**src/rtl/gpio_pkg.sv**
```systemverilog
package gpio_pkg;
  localparam int unsigned NPINS = 16;
  localparam int unsigned AW    = 3;
  typedef enum logic [AW-1:0] {
    A_DATA = 3'd0,
    A_SET  = 3'd1,
    A_CLR  = 3'd2,
    A_TGL  = 3'd3,
    A_DIR  = 3'd4,
    A_LVL  = 3'd5,
    A_IESET = 3'd6,
    A_IECLR = 3'd7
  } gpio_addr_e;
endpackage

```
**src/rtl/gpio_sync.sv**
```systemverilog
module gpio_sync #(
  parameter int unsigned W = 16,
  parameter int unsigned STAGES = 2
) (
  input  logic         clk_i,
  input  logic         rst_ni,
  input  logic [W-1:0] d_i,
  output logic [W-1:0] q_o
);
  logic [W-1:0] stg [STAGES];
  for (genvar s = 0; s < STAGES; s++) begin : g_stg
    always_ff @(posedge clk_i or negedge rst_ni) begin
      if (!rst_ni) stg[s] <= '0;
      else if (s == 0) stg[s] <= d_i;
      else stg[s] <= stg[(s == 0) ? 0 : s-1];
    end
  end
  assign q_o = stg[STAGES-1];
endmodule

```
**src/rtl/gpio_mod_reg.sv**
```systemverilog
// Register with word-load plus optional set/clear/invert masks.
module gpio_mod_reg #(
  parameter int unsigned W = 16
) (
  input  logic         clk_i,
  input  logic         rst_ni,
  input  logic         ld_i,
  input  logic         set_i,
  input  logic         clr_i,
  input  logic         tgl_i,
  input  logic [W-1:0] wdata_i,
  output logic [W-1:0] q_o
);
  logic [W-1:0] nxt;
  always_comb begin
    nxt = q_o;
    if (ld_i)  nxt = wdata_i;
    if (set_i) nxt = q_o | wdata_i;
    if (clr_i) nxt = q_o & ~wdata_i;
    if (tgl_i) nxt = q_o ^ wdata_i;
  end
  always_ff @(posedge clk_i or negedge rst_ni) begin
    if (!rst_ni) q_o <= '0;
    else q_o <= nxt;
  end

`ifndef SYNTHESIS

  set_keep_chk: assert property (@(posedge clk_i) disable iff (!rst_ni)
    set_i |=> ((q_o & $past(wdata_i)) == $past(wdata_i)) &&
              ((q_o & ~$past(wdata_i)) == ($past(q_o) & ~$past(wdata_i))));

  clr_keep_chk: assert property (@(posedge clk_i) disable iff (!rst_ni)
    clr_i |=> ((q_o & $past(wdata_i)) == '0) &&
              ((q_o & ~$past(wdata_i)) == ($past(q_o) & ~$past(wdata_i))));

  tgl_chk: assert property (@(posedge clk_i) disable iff (!rst_ni)
    tgl_i |=> (q_o ^ $past(q_o)) == $past(wdata_i));

  idle_chk: assert property (@(posedge clk_i) disable iff (!rst_ni)
    !(ld_i || set_i || clr_i || tgl_i) |=> $stable(q_o));
`endif
endmodule

```
**src/rtl/gpio_port.sv**
```systemverilog
module gpio_port
  import gpio_pkg::*;
#(
  parameter int unsigned W = NPINS
) (
  input  logic          clk_i,
  input  logic          rst_ni,
  input  logic          we_i,
  input  logic [AW-1:0] addr_i,
  input  logic [W-1:0]  wdata_i,
  output logic [W-1:0]  rdata_o,
  input  logic [W-1:0]  pad_i,
  output logic [W-1:0]  pad_o,
  output logic [W-1:0]  pad_oe_o,
  output logic          irq_o
);
  logic [W-1:0] out_q, dir_q, ie_q, lvl;
  gpio_addr_e   a;
  assign a = gpio_addr_e'(addr_i);

  gpio_mod_reg #(.W(W)) u_out (
    .clk_i, .rst_ni,
    .ld_i (we_i && a == A_DATA),
    .set_i(we_i && a == A_SET),
    .clr_i(we_i && a == A_CLR),
    .tgl_i(we_i && a == A_TGL),
    .wdata_i, .q_o(out_q)
  );

  gpio_mod_reg #(.W(W)) u_dir (
    .clk_i, .rst_ni,
    .ld_i (we_i && a == A_DIR),
    .set_i(1'b0), .clr_i(1'b0), .tgl_i(1'b0),
    .wdata_i, .q_o(dir_q)
  );

  gpio_mod_reg #(.W(W)) u_ie (
    .clk_i, .rst_ni,
    .ld_i (1'b0),
    .set_i(we_i && a == A_IESET),
    .clr_i(we_i && a == A_IECLR),
    .tgl_i(1'b0),
    .wdata_i, .q_o(ie_q)
  );

  gpio_sync #(.W(W), .STAGES(2)) u_sync (
    .clk_i, .rst_ni, .d_i(pad_i), .q_o(lvl)
  );

  always_ff @(posedge clk_i or negedge rst_ni) begin
    if (!rst_ni) irq_o <= 1'b0;
    else irq_o <= |(ie_q & ~dir_q & lvl);
  end

  always_comb begin
    unique case (a)
      A_DATA, A_SET, A_CLR, A_TGL: rdata_o = out_q;
      A_DIR:                       rdata_o = dir_q;
      A_LVL:                       rdata_o = lvl;
      default:                     rdata_o = ie_q;
    endcase
  end

  assign pad_o    = out_q;
  assign pad_oe_o = dir_q;

`ifndef SYNTHESIS

  irq_src_chk: assert property (@(posedge clk_i) disable iff (!rst_ni)
    irq_o |-> $past(|(ie_q & ~dir_q & lvl)));

  lvl_sync_chk: assert property (@(posedge clk_i) disable iff (!rst_ni)
    $past(rst_ni) && $past(rst_ni, 2) |-> lvl == $past(pad_i, 2));

  dir_wr_chk: assert property (@(posedge clk_i) disable iff (!rst_ni)
    (we_i && a == A_DIR) |=> pad_oe_o == $past(wdata_i));

  ie_clr_chk: assert property (@(posedge clk_i) disable iff (!rst_ni)
    (we_i && a == A_IECLR) |=> (ie_q & $past(wdata_i)) == '0);
`endif
endmodule

```
**config.mk**
```make
export PLATFORM = sky130hd
export DESIGN_NAME = gpio_port
export DESIGN_NICKNAME = d
export VERILOG_FILES = /design/src/rtl/gpio_pkg.sv /design/src/rtl/gpio_sync.sv /design/src/rtl/gpio_mod_reg.sv /design/src/rtl/gpio_port.sv
export SDC_FILE = /design/constraint.sdc
export NUM_CORES = 1
export LEC_CHECK = 0
export ABC_AREA = 1
export CORE_MARGIN = 4
export CORE_UTILIZATION = 45
export CTS_CLUSTER_SIZE = 8
export DETAILED_ROUTE_END_ITERATION = 10
export GPL_TIMING_DRIVEN = 0
export PLACE_DENSITY = 0.67
export SLEW_MARGIN = 20
export SYNTH_ARGS = -nofsm -noshare
export SYNTH_HDL_FRONTEND = slang
export SYNTH_HIERARCHICAL = 1
export SYNTH_SLANG_ARGS = --single-unit
```
**constraint.sdc**
```tcl
create_clock -name clk_i -period 1.8 [get_ports clk_i]
set_input_delay 0.27 -clock clk_i [delete_from_list [all_inputs] [get_ports clk_i]]
set_output_delay 0.27 -clock clk_i [all_outputs]
set_load 0.05 [all_outputs]
```
# == After elaboration in Yosys (flattened, before gate mapping) ==
# Cells that the tools add are included.
# classes
eq_ne,7
bitwise,9
n_reduce_logical,12
muxes,7
# ops
operator,count
two-way mux 16 bit,6
bitwise AND 16 bit,4
case mux 16 bit (3 select lines),1
inverter 16 bit,2
OR 16 bit,2
OR reduction 16 bit,1
XOR 16 bit,1
== test 3 bit (second input constant),4
logical AND 1 bit,7
== test 3 x 2 -> 1 bit (second input constant),2
nonzero test 4 bit,1
OR reduction 4 bit,1
== test 3 x 1 -> 1 bit (second input constant),1
logical NOT 3 bit,1
nonzero test 2 bit,1
# word_totals
ff_bits,81
inputBits,38
elab_cells,41
out_inout_bits,49

# == Logic depth before layout (Yosys ltp) ==
# depth
depth_word,6
ltp_mapped,12
ltp_nobuf,9

# == Modules after synthesis ==
# Netlist, hierarchy kept.
# by_module_without_submodules
module,n_inst,area_per_inst_um2,cells_per_inst
gpio_mod_reg at u_ie ...,2,1833.0,260
gpio_mod_reg at u_dir,1,1788.0,260
gpio_sync,1,920.9,48
gpio_port,1,823.3,161

# == Least setup slack after synthesis ==
# No wires, ideal clock.
# synth_timing
path_type,in2reg
from,input port addr_i[2]
to,register u_out.q_o[0]
setup_ns,0.067
path_buffers,2
arrival_ns,1.508
stages,9
slack_ns,0.226
required_ns,1.733
path_cell_list,buf_4 > inv_2 > nand2_1 > nor3_1 > nor2_8 > buf_6 > a21oi_2 > nand2_1 > nand2_1
# synth_via
elab_chain_len,5
elab_cells_between_ends,12
classes_between,eq/ne: 3; mux: 3; reduce/logical: 6
# synth_rtl
item,line_no,rtl
"start, declared",gpio_port.sv:9,"input logic [AW-1:0] addr_i,"
== test 3 x 1 -> 1 bit,gpio_port.sv:24,".set_i(we_i && a == A_SET),"
logical AND 1 bit,gpio_port.sv:24,
two-way mux 16 bit,gpio_mod_reg.sv:18,if (set_i) nxt = q_o | wdata_i;
two-way mux 16 bit,gpio_mod_reg.sv:19,if (clr_i) nxt = q_o & ~wdata_i;
two-way mux 16 bit,gpio_mod_reg.sv:20,if (tgl_i) nxt = q_o ^ wdata_i;
"end signal, assigned",gpio_mod_reg.sv:24,else q_o <= nxt;
"end, declared",gpio_mod_reg.sv:12,output logic [W-1:0] q_o
# Parallel ways exist; a longest one is shown, timed or not.
# A chain may end at the register's enable or synchronous reset.

# == Worst setup path after layout ==
# layout_timing
from,register irq_o
to,output port irq_o
# layout_lines
item,line_no,rtl
"start, declared",gpio_port.sv:15,output logic irq_o
"start signal, assigned",gpio_port.sv:52,else irq_o <= |(ie_q & ~dir_q & lvl);
# No word-level cell between the ends.

==> out/summary.txt <==
post-route worst setup slack - 0.0701 ns
setup violators final - 0
initial DRC count - 568
crit path launch - irq_o$_DFF_PN0_
root buffer cell - clkbuf_16
cell family with most CP delay - buffers and inverters
Reg2Reg Capture Point - u_out/q_o[14]$_DFFE_PN0P_
Simple-Gate Fraction of Synth Area - 32.3%
num rows - 45
Syn Area/Cell - 7.28 um^2
largest area contributor in the synthesized netlist - dfrtp_1
Crit path depth - 1
FF-to-FF path depth - 6
Die Width - 134 um
Crit Path Class - flop to output port
routed vias - 6877
Slew HR - 60.8%
first-pass GRT wire length - 34.5 mm
CP max stage cell - clkdlybuf4s50_1
area share of the largest cell type after synthesis - 28.2%
first-pass detailed-route iteration total - 5
Layout Skew - 0.00739 ns
Worst Max-Slew Pin Slew - 0.584 ns
Syn-to-layout area delta - 20.5%
largest family of logic cells by synthesized area - simple AND/OR/NAND/NOR gates
Req. time, crit path - 1.53 ns
I/O Pins - 87
GP Congestion - 0.897
adder-cell share of the synthesized area - 16.7%
Synth Area in Compound Gates - 7.72%
synth cell count leaders - 273 x nand2_1, 140 x nand3_1, 116 x inv_1
post-synth cell types - 22
mux share of post-synthesis cell area - 0%
Non-Filler Instances - 1315
flops & latches, synth - 81
setup slack, reg-to-reg - 0.59 ns
total die area - 0.0181 mm^2
Hold Path Class - flop to flop
Arrival @ worst endpoint - 1.46 ns
drt total wl - 22.2 mm
Total Power - 7.50 mW
Initial Utilization - 46.7%
Top FF cell, synth - dfrtp_1
TNS Setup - 0 ns
CTS tree - yes
status - completed
reg-to-reg critical path startpoint - u_out/q_o[14]$_DFFE_PN0P_
EDFF count, synth - 0
CP Max Fanout - 1
top-count cell post-synth - nand2_1
crit share post-route - 96.1%
Antenna diodes - 0
fraction of registers with async set/reset - 100%
clock-pin slew on the worst setup and hold paths - 0.06 ns
xor/xnor cell area share of the yosys netlist - 0%
grt ovf - 0
Leak - 4.72 nW
post-route minimum period - 1.73 ns
dpl hpwl - 16.2 mm
share of layout cells above drive strength 1 - 13.9%
Post-layout nets - 1233
P per Cell Area - 864 mW/mm^2
post-synthesis cell area - 0.00720 mm^2
GR Util All Layers - 24.6%
Sink Count - 81
fmax - 578 MHz
Buf+Inv Stages, Crit Path - 1
CP Cell Sequence - clkdlybuf4s50_1
Clk Latency, worst-skew pair - 0.34 ns
post-placement setup slack - -0.922 ns
RSZ-0062 raised after global routing - false
Post-Synthesis Cells - 989
final slew viol count - 0
hold violation total from the final report - 0
clk buf depth - 2
number of global-route vias before repair - 6177
VDD IR max - 797 uV
Ys Warns - 6
WL/cell - 16.9 um
Crit. End Element - output port
number of max-cap violations - 0
largest net degree at the start of global routing - 51
placed cell count - 1290
H-tree Lvls - 3
post-synthesis sequential area ratio - 28.2%
DRC errors left - 0
remaining antenna violation count - 0
crit path to - irq_o
Worst setup SP type - flop
slowest cell delay on critical path - 0.79 ns
port buffer count - 85
CTS Buf Count - 9
initial antenna violation count - 0
DR vias/cell - 5.23
top post-synthesis cells by area - dfrtp_1 28%, ha_1 17%, nand2_1 14%
Core ar. - 0.0154 mm^2
die height - 134 um
[worst reg2reg max path, cell delays in order, from the launching register on]
cell,delay [ns]
dfrtp_1,0.45
inv_1,0.07
ha_1,0.26
nor2_1,0.16
a21oi_2,0.05
nand2_1,0.07
nand2_1,0.05
[through the flow]
stage	util [%]	hold slack (ns)	cell area, um^2
2_1_floorplan	-	-0.0256	7210
3_3_place_gp	54.0	0.331	8330
3_5_place_dp	54.1	0.269	8350
4_1_cts	56.1	0.349	8660
5_1_grt	56.2	0.352	8680
6_report	56.2	0.348	8680
[layer usage]
metal  vias to the layer above  wire (um)  part of all wire [%]  global-route usage [%]
li1                       3377          -                     -                       -
met1                      3172      10100                    46                    35.5
met2                       285       9510                    43                    36.3
met3                        43       1730                   7.8                    4.17
met4                         0        862                   3.9                    10.7
met5                         -          0                     0                       0
[sequential cells by signal, indices dropped and copies added (netlist names)]
register and flops:
u_sync/q_o 16, u_out/q_o 16, irq_o 1, u_dir/q_o 16, u_sync/stg 16, u_ie/q_o 16
[report_power, final]
group	internal [mW]	switching, mW
combinational	0.940	1.90
clock	1.36	0.820
sequential	2.06	0.412
total	4.37	3.13
[kinds of logic (layout without fill, tap and decap cells)]
logic type | Yosys count | count (layout)
compound gates | 96 | 96
fa+ha+maj | 96 | 96
other cells | 1 | 5
simple gates | 516 | 516
buf+inv | 199 | 310
flops | 81 | 81
[worst min-delay path by stage]
stage | cells after the start | end | slack [ns] | start
after floorplan | 0 | irq_o$_DFF_PN0_ | -0.03 | rst_ni
after global placement | 0 | u_sync/q_o[0]$_DFF_PN0_ | 0.33 | u_sync/stg[16]$_DFF_PN0_
after detailed placement | 1 | u_dir/q_o[8]$_DFFE_PN0P_ | 0.27 | rst_ni
after CTS | 0 | u_sync/q_o[6]$_DFF_PN0_ | 0.35 | u_sync/stg[22]$_DFF_PN0_
after global routing | 0 | u_sync/q_o[0]$_DFF_PN0_ | 0.35 | u_sync/stg[16]$_DFF_PN0_
final | 0 | u_sync/q_o[6]$_DFF_PN0_ | 0.35 | u_sync/stg[22]$_DFF_PN0_
[layout make-up]
cell class                      instances  area, um^2
Multi-Input combinational cell        713        4110
Buffer                                 72         594
Timing Repair Buffer                   94         837
Timing Repair inverter                  1        7.51
Sequential cell                        81        2030
Tap cell                              211         264
Inverter                              127         497
Clock inverter                          6         115
Clock buffer                           10         229
Fill cell                            1503        6750
[cells in the final DEF, fill, tap and decap left out, types with 2 or more instances in the layout]
master	count
clkbuf_16	9
nor2_4	3
bufinv_16	3
clkinvlp_4	2
nand4_1	32
nor2_1	55
dfrtp_1	81
a21oi_2	20
nand3_1	140
nand3b_1	4
inv_2	3
inv_4	8
dlygate4sd2_1	32
inv_1	116
clkbuf_1	4
buf_6	27
a21oi_1	76
nor3_1	2
nand2_1	273
ha_1	96
buf_4	47
conb_1	5
buf_2	20
clkdlybuf4s50_1	34
nor2_8	5
[repair_timing]
item                                    CTS  global route
resized for setup                       129             5
hold buffers                              1             0
gates cloned                              1             0
buffers inserted                          5             2
endpoints found under the hold margin    31             0
endpoints found under the setup margin   80            28
pin swaps                                 1             1
Note: power is estimated with default switching activity, not from simulation.
